==> src/rtl/alu_pkg.sv <==
package alu_pkg;

  typedef enum logic [1:0] {
    OP_AND  = 2'b00,
    OP_OR   = 2'b01,
    OP_NOTB = 2'b10,
    OP_ADD  = 2'b11
  } alu_op_t;

  typedef struct packed {
    logic n;
    logic z;
    logic c;
    logic v;
  } cond_codes_t;

endpackage

==> src/rtl/alu_bit_slice.sv <==
module alu_bit_slice
  import alu_pkg::*;
(
  input  logic    a_bit,
  input  logic    b_bit,
  input  logic    c_in,
  input  alu_op_t op,
  output logic    y_bit,
  output logic    c_out
);

  logic half_sum;

  always_comb begin
    half_sum = a_bit ^ b_bit;
    c_out    = (a_bit & b_bit) | (c_in & half_sum);
    unique case (op)
      OP_AND:  y_bit = a_bit & b_bit;
      OP_OR:   y_bit = a_bit | b_bit;
      OP_NOTB: y_bit = ~b_bit;
      default: y_bit = half_sum ^ c_in;
    endcase
  end

endmodule

==> src/rtl/alu_slice_chain.sv <==
module alu_slice_chain
  import alu_pkg::*;
#(
  parameter int WIDTH = 32
) (
  input  logic [WIDTH-1:0] a,
  input  logic [WIDTH-1:0] b,
  input  logic             cin,
  input  alu_op_t          op,
  output logic [WIDTH-1:0] y,
  output logic [WIDTH-1:0] couts
);

  logic [WIDTH:0] ripple;

  assign ripple[0] = cin;

  for (genvar i = 0; i < WIDTH; i++) begin : g_slice
    alu_bit_slice u_slice (
      .a_bit (a[i]),
      .b_bit (b[i]),
      .c_in  (ripple[i]),
      .op    (op),
      .y_bit (y[i]),
      .c_out (ripple[i+1])
    );
  end

  assign couts = ripple[WIDTH:1];

endmodule

==> src/rtl/alu_flag_logic.sv <==
module alu_flag_logic
  import alu_pkg::*;
#(
  parameter int WIDTH = 32
) (
  input  logic [WIDTH-1:0] y,
  input  logic             cout_top,
  input  logic             cout_below_top,
  input  logic             is_arith,
  output cond_codes_t      codes
);

  localparam int MSB = WIDTH - 1;

  always_comb begin
    codes.n = y[MSB];
    codes.z = (y == '0);
    codes.c = is_arith & cout_top;
    codes.v = is_arith & (cout_top ^ cout_below_top);
  end

endmodule

==> src/rtl/alu_flag_reg.sv <==
module alu_flag_reg
  import alu_pkg::*;
(
  input  logic        clk,
  input  logic        rst_n,
  input  logic        hold,
  input  cond_codes_t next_codes,
  output cond_codes_t codes
);

  always_ff @(posedge clk or negedge rst_n) begin
    if (!rst_n)
      codes <= '0;
    else if (!hold)
      codes <= next_codes;
  end

  // a held cycle leaves every code untouched
  p_hold_keeps_flags_r6: assert property (@(posedge clk) disable iff (!rst_n)
    hold |=> $stable(codes));

  // reset leaves all codes cleared
  p_reset_clears_flags_r8: assert property (@(posedge clk)
    !rst_n |=> (codes == '0));

endmodule

==> src/rtl/sliced_alu.sv <==
module sliced_alu
  import alu_pkg::*;
#(
  parameter int WIDTH = 32
) (
  input  logic        clk,
  input  logic        rst_n,
  input  logic [31:0] opnd_a,
  input  logic [31:0] opnd_b,
  input  logic [1:0]  op_sel,
  input  logic        carry_in,
  input  logic        hold_flags,
  output logic [31:0] result,
  output logic        flag_n,
  output logic        flag_z,
  output logic        flag_c,
  output logic        flag_v
);

  localparam int MSB = WIDTH - 1;

  alu_op_t          op;
  logic [WIDTH-1:0] couts;
  cond_codes_t      next_codes;
  cond_codes_t      codes;

  assign op = alu_op_t'(op_sel);

  alu_slice_chain #(.WIDTH(WIDTH)) u_chain (
    .a     (opnd_a),
    .b     (opnd_b),
    .cin   (carry_in),
    .op    (op),
    .y     (result),
    .couts (couts)
  );

  alu_flag_logic #(.WIDTH(WIDTH)) u_flags (
    .y              (result),
    .cout_top       (couts[MSB]),
    .cout_below_top (couts[MSB-1]),
    .is_arith       (op == OP_ADD),
    .codes          (next_codes)
  );

  alu_flag_reg u_freg (
    .clk        (clk),
    .rst_n      (rst_n),
    .hold       (hold_flags),
    .next_codes (next_codes),
    .codes      (codes)
  );

  assign flag_n = codes.n;
  assign flag_z = codes.z;
  assign flag_c = codes.c;
  assign flag_v = codes.v;

  // zero and negative follow the result of the last unheld operation
  p_zero_tracks_result_r5: assert property (@(posedge clk) disable iff (!rst_n)
    !hold_flags |=> (flag_z == ($past(result) == '0)));
  p_neg_tracks_sign_r5: assert property (@(posedge clk) disable iff (!rst_n)
    !hold_flags |=> (flag_n == $past(result[MSB])));

  // bitwise operations clear carry and overflow
  p_logic_clears_cv_r7: assert property (@(posedge clk) disable iff (!rst_n)
    (!hold_flags && op != OP_ADD) |=> (!flag_c && !flag_v));

  // operands of unlike sign never overflow
  p_no_overflow_r3: assert property (@(posedge clk) disable iff (!rst_n)
    (!hold_flags && op == OP_ADD && (opnd_a[MSB] != opnd_b[MSB])) |=> !flag_v);

  // carry equals bit 32 of a wide unsigned sum
  p_carry_bit32_r4: assert property (@(posedge clk) disable iff (!rst_n)
    (!hold_flags && op == OP_ADD) |=>
      (flag_c == $past((({1'b0, opnd_a} + {1'b0, opnd_b} + {32'd0, carry_in}) >> 32) != 33'd0)));

endmodule

==> config.mk <==
export PLATFORM = sky130hd
export DESIGN_NAME = sliced_alu
export DESIGN_NICKNAME = d
export VERILOG_FILES = /design/src/rtl/alu_pkg.sv /design/src/rtl/alu_bit_slice.sv /design/src/rtl/alu_slice_chain.sv /design/src/rtl/alu_flag_logic.sv /design/src/rtl/alu_flag_reg.sv /design/src/rtl/sliced_alu.sv
export SDC_FILE = /design/constraint.sdc
export NUM_CORES = 1
export LEC_CHECK = 0
export BUFFER_PORTS_ARGS = -buffer_cell sky130_fd_sc_hd__buf_2
export CAP_MARGIN = 10
export CORE_UTILIZATION = 50
export DETAILED_ROUTE_END_ITERATION = 8
export PLACE_DENSITY = 0.87
export SLEW_MARGIN = 30
export SYNTH_ARGS = -nofsm -noshare
export SYNTH_HDL_FRONTEND = slang
export SYNTH_SLANG_ARGS = --single-unit
==> constraint.sdc <==
create_clock -name clk -period 18.5 [get_ports clk]
set_input_delay 1.85 -clock clk [delete_from_list [all_inputs] [get_ports clk]]
set_output_delay 1.85 -clock clk [all_outputs]
set_load 0.01 [all_outputs]
---- Word-level counts from Yosys, hierarchy flattened ----
Cells that the tools add are included.
storage, ports and cells
  output and inout bits ................... 36
  bits in latches ......................... 0
  input bits .............................. 70
  memory bits (read-only) ................. 0
  RAM bits ................................ 0
  memories ................................ 0
  register bits ........................... 4
operators by class
  multipliers ............................. 0
  shifts and indexed selects .............. 0
  add/subtract/negate cells ............... 0
  equal/unequal tests ..................... 3
  reductions and logical operators ........ 2
  bitwise operators ....................... 227
  $lt $le $gt $ge ......................... 0
  mux-type cells .......................... 32
  div/mod/pow operators ................... 0
operator list
  operator              number
  $pmux W1 S3           32
  $and A1 B1 Y1         66
  $xor A1 B1 Y1         65
  $or A1 B1 Y1          64
  $logic_not A32 Y1     1
  $not A1 Y1            32
  $eq A2 B2 Y1 const B  2
  $eq A2 B1 Y1 const B  1
  $logic_not A2 Y1      1

---- Longest topological paths before layout ----
  depth in word-level cells ............... 67
  gate-level depth with buffers ........... 40

---- By module ----
Synthesis repeated with hierarchy kept, for this count alone.
second synthesis, totals
  cells, all modules ...................... 248
  area total of the unflattened synthesis .. 2,775.2 um^2
by module, submodules not included
  module          instances  area an instance (um^2)  sequential area each (um^2)  cells an instance
  alu_bit_slice   32         78.8                     0.0                          7
  alu_flag_reg    1          145.1                    100.1                        8
  alu_flag_logic  1          101.3                    0.0                          15
  sliced_alu      1          6.3                      0.0                          1

---- Worst setup path after synthesis ----
No wires, ideal clock.
  kind .................................... input -> output
  start ................................... input opnd_a[0]
  end ..................................... output result[31]
  data required time ...................... 16,650 ps
  arrival time ............................ 14,477 ps
  slack ................................... 2,173 ps
  cell stages on the path ................. 38
  cell sequence ........................... inv_1 -> fa_1 -> inv_1 -> fa_1 -> fa_1 -> fa_1 -> fa_1 -> fa_1 -> fa_1 -> fa_1 -> fa_1 -> fa_1 -> fa_1 -> fa_1 -> fa_1 -> fa_1 -> fa_1 -> fa_1 -> (+2 left out) -> fa_1 -> fa_1 -> fa_1 -> fa_1 -> fa_1 -> fa_1 -> fa_1 -> fa_1 -> fa_1 -> fa_1 -> inv_1 -> fa_1 -> inv_1 -> fa_1 -> fa_1 -> fa_1 -> mux4_1 -> buf_4
RTL lines
  item         line              RTL
  from (decl)  sliced_alu.sv:8   input logic [31:0] opnd_a,
  to (decl)    sliced_alu.sv:13  output logic [31:0] result,

---- Worst setup path in the final report ----
  start ................................... input opnd_a[0]
  end ..................................... output result[31]
between the ends
  cells in the longest elaborated chain, start to end .. 65
RTL lines
  item             line                 RTL
  $xor A1 B1 Y1    alu_bit_slice.sv:15  half_sum = a_bit ^ b_bit;
  $and A1 B1 Y1    alu_bit_slice.sv:16  c_out = (a_bit & b_bit) | (c_in & half_sum);
  $or A1 B1 Y1 *   alu_bit_slice.sv:16
  $and A1 B1 Y1 *  alu_bit_slice.sv:16
  $or A1 B1 Y1 *   alu_bit_slice.sv:16
  $and A1 B1 Y1 *  alu_bit_slice.sv:16
  $or A1 B1 Y1 *   alu_bit_slice.sv:16
  $and A1 B1 Y1 *  alu_bit_slice.sv:16
  (+49 left out)   n/a
  $and A1 B1 Y1 *  alu_bit_slice.sv:16
  $or A1 B1 Y1 *   alu_bit_slice.sv:16
  $and A1 B1 Y1 *  alu_bit_slice.sv:16
  $or A1 B1 Y1 *   alu_bit_slice.sv:16
  $and A1 B1 Y1 *  alu_bit_slice.sv:16
  $or A1 B1 Y1 *   alu_bit_slice.sv:16
  $xor A1 B1 Y1 *  alu_bit_slice.sv:21  default: y_bit = half_sum ^ c_in;
  $pmux W1 S3 *    alu_bit_slice.sv:17  unique case (op)
Mark *: on every way between the ends. The rest lies on a longest branch, timed or not.

==> impl_metrics.toml <==
[clock_tree]
clkLatencyLatePin_ps = 220
numCtsBuffers = 3
path_clk_slew_ps = 30
htree_num_levels = 1
cts_tree = "done"
cts_sinks = 4
hold_buffers = 0
cts_resized = 0
clockBufferDepth = 2
cts-root-buf = "clkbuf_8"
post_cts_buffers = 0

[placement]
dpl.hpwl_mm = 5.40
gp_congestion = 0.806
port_buffers = 105

[yosys]
synthCells = 299
yosys_register_bits = 4
synth_cell_type_count = 25
synthesis.nets = 465
ys_seq_area_share_pct = 3.24
ys_warn_count = 0
netlist_area_um2 = 3090
synth_area_per_cell_um2 = 10.3

[global_routing]
grt_max_degree = 37
antenna_found_initial = 0
use_met1_pct = 22.1
use_met2_pct = 39.7
grtUsageTotal_pct = 20.0
busiest_layer = "met2"
overflow = 0
met3_usage_pct = 2.50
grt_pass1_wl_mm = 9.85
grt_pass1_vias = 2300

[pwr]
netSwitchingFraction_pct = 42.7
pwr-share-clk_pct = 16.9
p_seq_share_pct = 8.8
p_leak_uw = 0.00193
power_density_nw_per_um2 = 32.6
ir_drop_v = 0.0000183
netSwitchingPower_uw = 48.1
p_int_uw = 64.7
combPwrFrac_pct = 74.3

[timing]
tns_ps = 0
slew_viol_final = 0
slew_headroom_pct = 42.8
setup_viol = 0
fin_skew_ps = 0
rsz0062_at_grt = "false"
max_freq_mhz = 58.9
finalHoldViolations = 0
layout_min_cycle_time_ps = 16990
whs_ps = 477
worstMarginPinSlew_ps = 858
post-route-period-util_pct = 91.8

[layout]
syn_to_final_growth_pct = 12.2
largestRegisters = "u_freg.codes: 4 flops"
post-route-util_pct = 58.2
drive_gt1_share_pct = 38.9
nFillCells = 539
largest_register = "u_freg.codes"
antenna_cells = 0
finalNetCount = 536
largest_register_ff_count = 4

[floorplan]
pin_count = 106
dieArea_um2 = 6490
die_h_um = 80.6
die_x_um = 80.6
num_rows = 28
fp.coreArea_um2 = 5960
start_util_pct = 51.8

[detailed_routing]
firstDrtPassIters = 4
drt-initial-drc-count = 54
post_drt_wl_per_cell_um = 13.7
wirelength_mm = 6.08
via_per_inst = 4.93
vias = 2182
ant_nets = 0
drc = 0

[setup_path]
critical_path_peak_fanout = 3
reg2reg_slack_ps = 17750
cp.required_ps = 16650
path_class = "in2out"
arrival_ps = 15140
cp-end-kind = "output pin"
path_common_cell = "fa_1"
slowest_stage = "mux4_1"
crit_path_start_kind = "input pin"
critPathMaxStageDelay_ps = 540

[hold_path]
hp-class = "reg2reg"

[run_status]
status = "completed"

[flow_run]
max_cap_violations = 0
## Yosys cell counts (all sizes together)
library cell	number	area, um2
xor2	1	8.76
fa	32	641
nand2b	2	12.5
o21ai	2	10.0
dfrtp	4	100
a2111oi	1	15.0
ha	64	801
mux2	2	22.5
o31ai	1	12.5
nand4	2	12.5
buf	37	277
nor4b	1	8.76
nor2	1	3.75
clkbuf	2	7.51
or3	1	6.26
nand2	5	18.8
inv	102	383
mux4	31	702
nor4	5	31.3
nand3	3	15.0
## metrics by stage
| step | instances | total power, uW | worst slack [ps] | cell area, um2 |
|---|---|---|---|---|
| after global placement | 440 | 90.8 | 1710 | 3420 |
| after global routing | 443 | 125 | 992 | 3470 |
| final | 443 | 113 | 1510 | 3470 |
| after floorplan | 299 | 73.5 | 2170 | 3090 |
| after detailed placement | 440 | 95.0 | 1450 | 3420 |
| after CTS | 443 | 115 | 1480 | 3460 |
## power groups by stage
stage                     clock [uW]  sequential [uW]  combinational (uW)
final                           19.1             9.96                83.8
after floorplan                    0             10.4                63.1
after global routing            20.0             10.1                95.0
after CTS                       19.5             9.98                85.4
after detailed placement           0             10.1                85.0
after global placement             0             10.0                80.8
## kinds of logic (layout without fill, tap and decap cells)
kind of cell / count (synthesis) / in the layout / synth area share, %
xor+xnor: 1 / 1 / 0.284
flops: 4 / 4 / 3.24
buf+inv: 141 / 210 / 21.6
simple gates: 20 / 20 / 3.52
compound gates: 4 / 4 / 1.22
fa+ha+maj: 96 / 96 / 46.7
mux: 33 / 33 / 23.5
## routing by layer
layer  part of all wire (%)  vias to the layer above
li1                       -                     1022
met1                     39                     1082
met2                     55                       72
met3                    5.6                        6
met4                   0.92                        0
met5                      0                        -
## cell usage in the layout (no fill, tap or decap)
master	instances
nand4_1	2
clkinv_2	1
ha_1	64
dfrtp_1	4
xor2_1	1
nor2_1	1
mux2_2	2
nand3_1	3
a2111oi_2	1
inv_1	101
nand2b_1	2
o21ai_0	2
fa_1	32
nor4_1	5
mux4_2	30
clkbuf_8	3
nand2_1	5
o31ai_2	1
buf_2	105
or3_1	1
nor4b_1	1
mux4_1	1
## path summary, 6_finish.rpt
| kind | startpoint | endpoint | depth (start not counted) |
|---|---|---|---|
| worst max-delay path | opnd_a[0] | result[31] | 39 |
| worst min-delay path | u_freg.codes[0] | u_freg.codes[0] | 2 |
| worst max register to register | u_freg.codes[3] | u_freg.codes[3] | 1 |
| worst min register to register | u_freg.codes[0] | u_freg.codes[0] | 2 |
| max in group asynchronous | rst_n | u_freg.codes[0] | 1 |
| min in group asynchronous | rst_n | u_freg.codes[2] | 1 |
## worst max-delay path: cells and delay by family
kind | cells | cell delay, ps
muxes | 1 | 540
buffers and inverters | 6 | 570
adders and majority gates | 32 | 12190
## final cells by class
type	count	area [um2]	share of cell area [%]
Multi-Input combinational cell	154	2320	67.0
Timing Repair Buffer	105	526	15.2
Inverter	102	384	11.1
Sequential cell	4	100	2.89
Tap cell	75	93.8	2.71
Clock buffer	3	41.3	1.19
No activity file was read; power rests on OpenSTA's default activity.
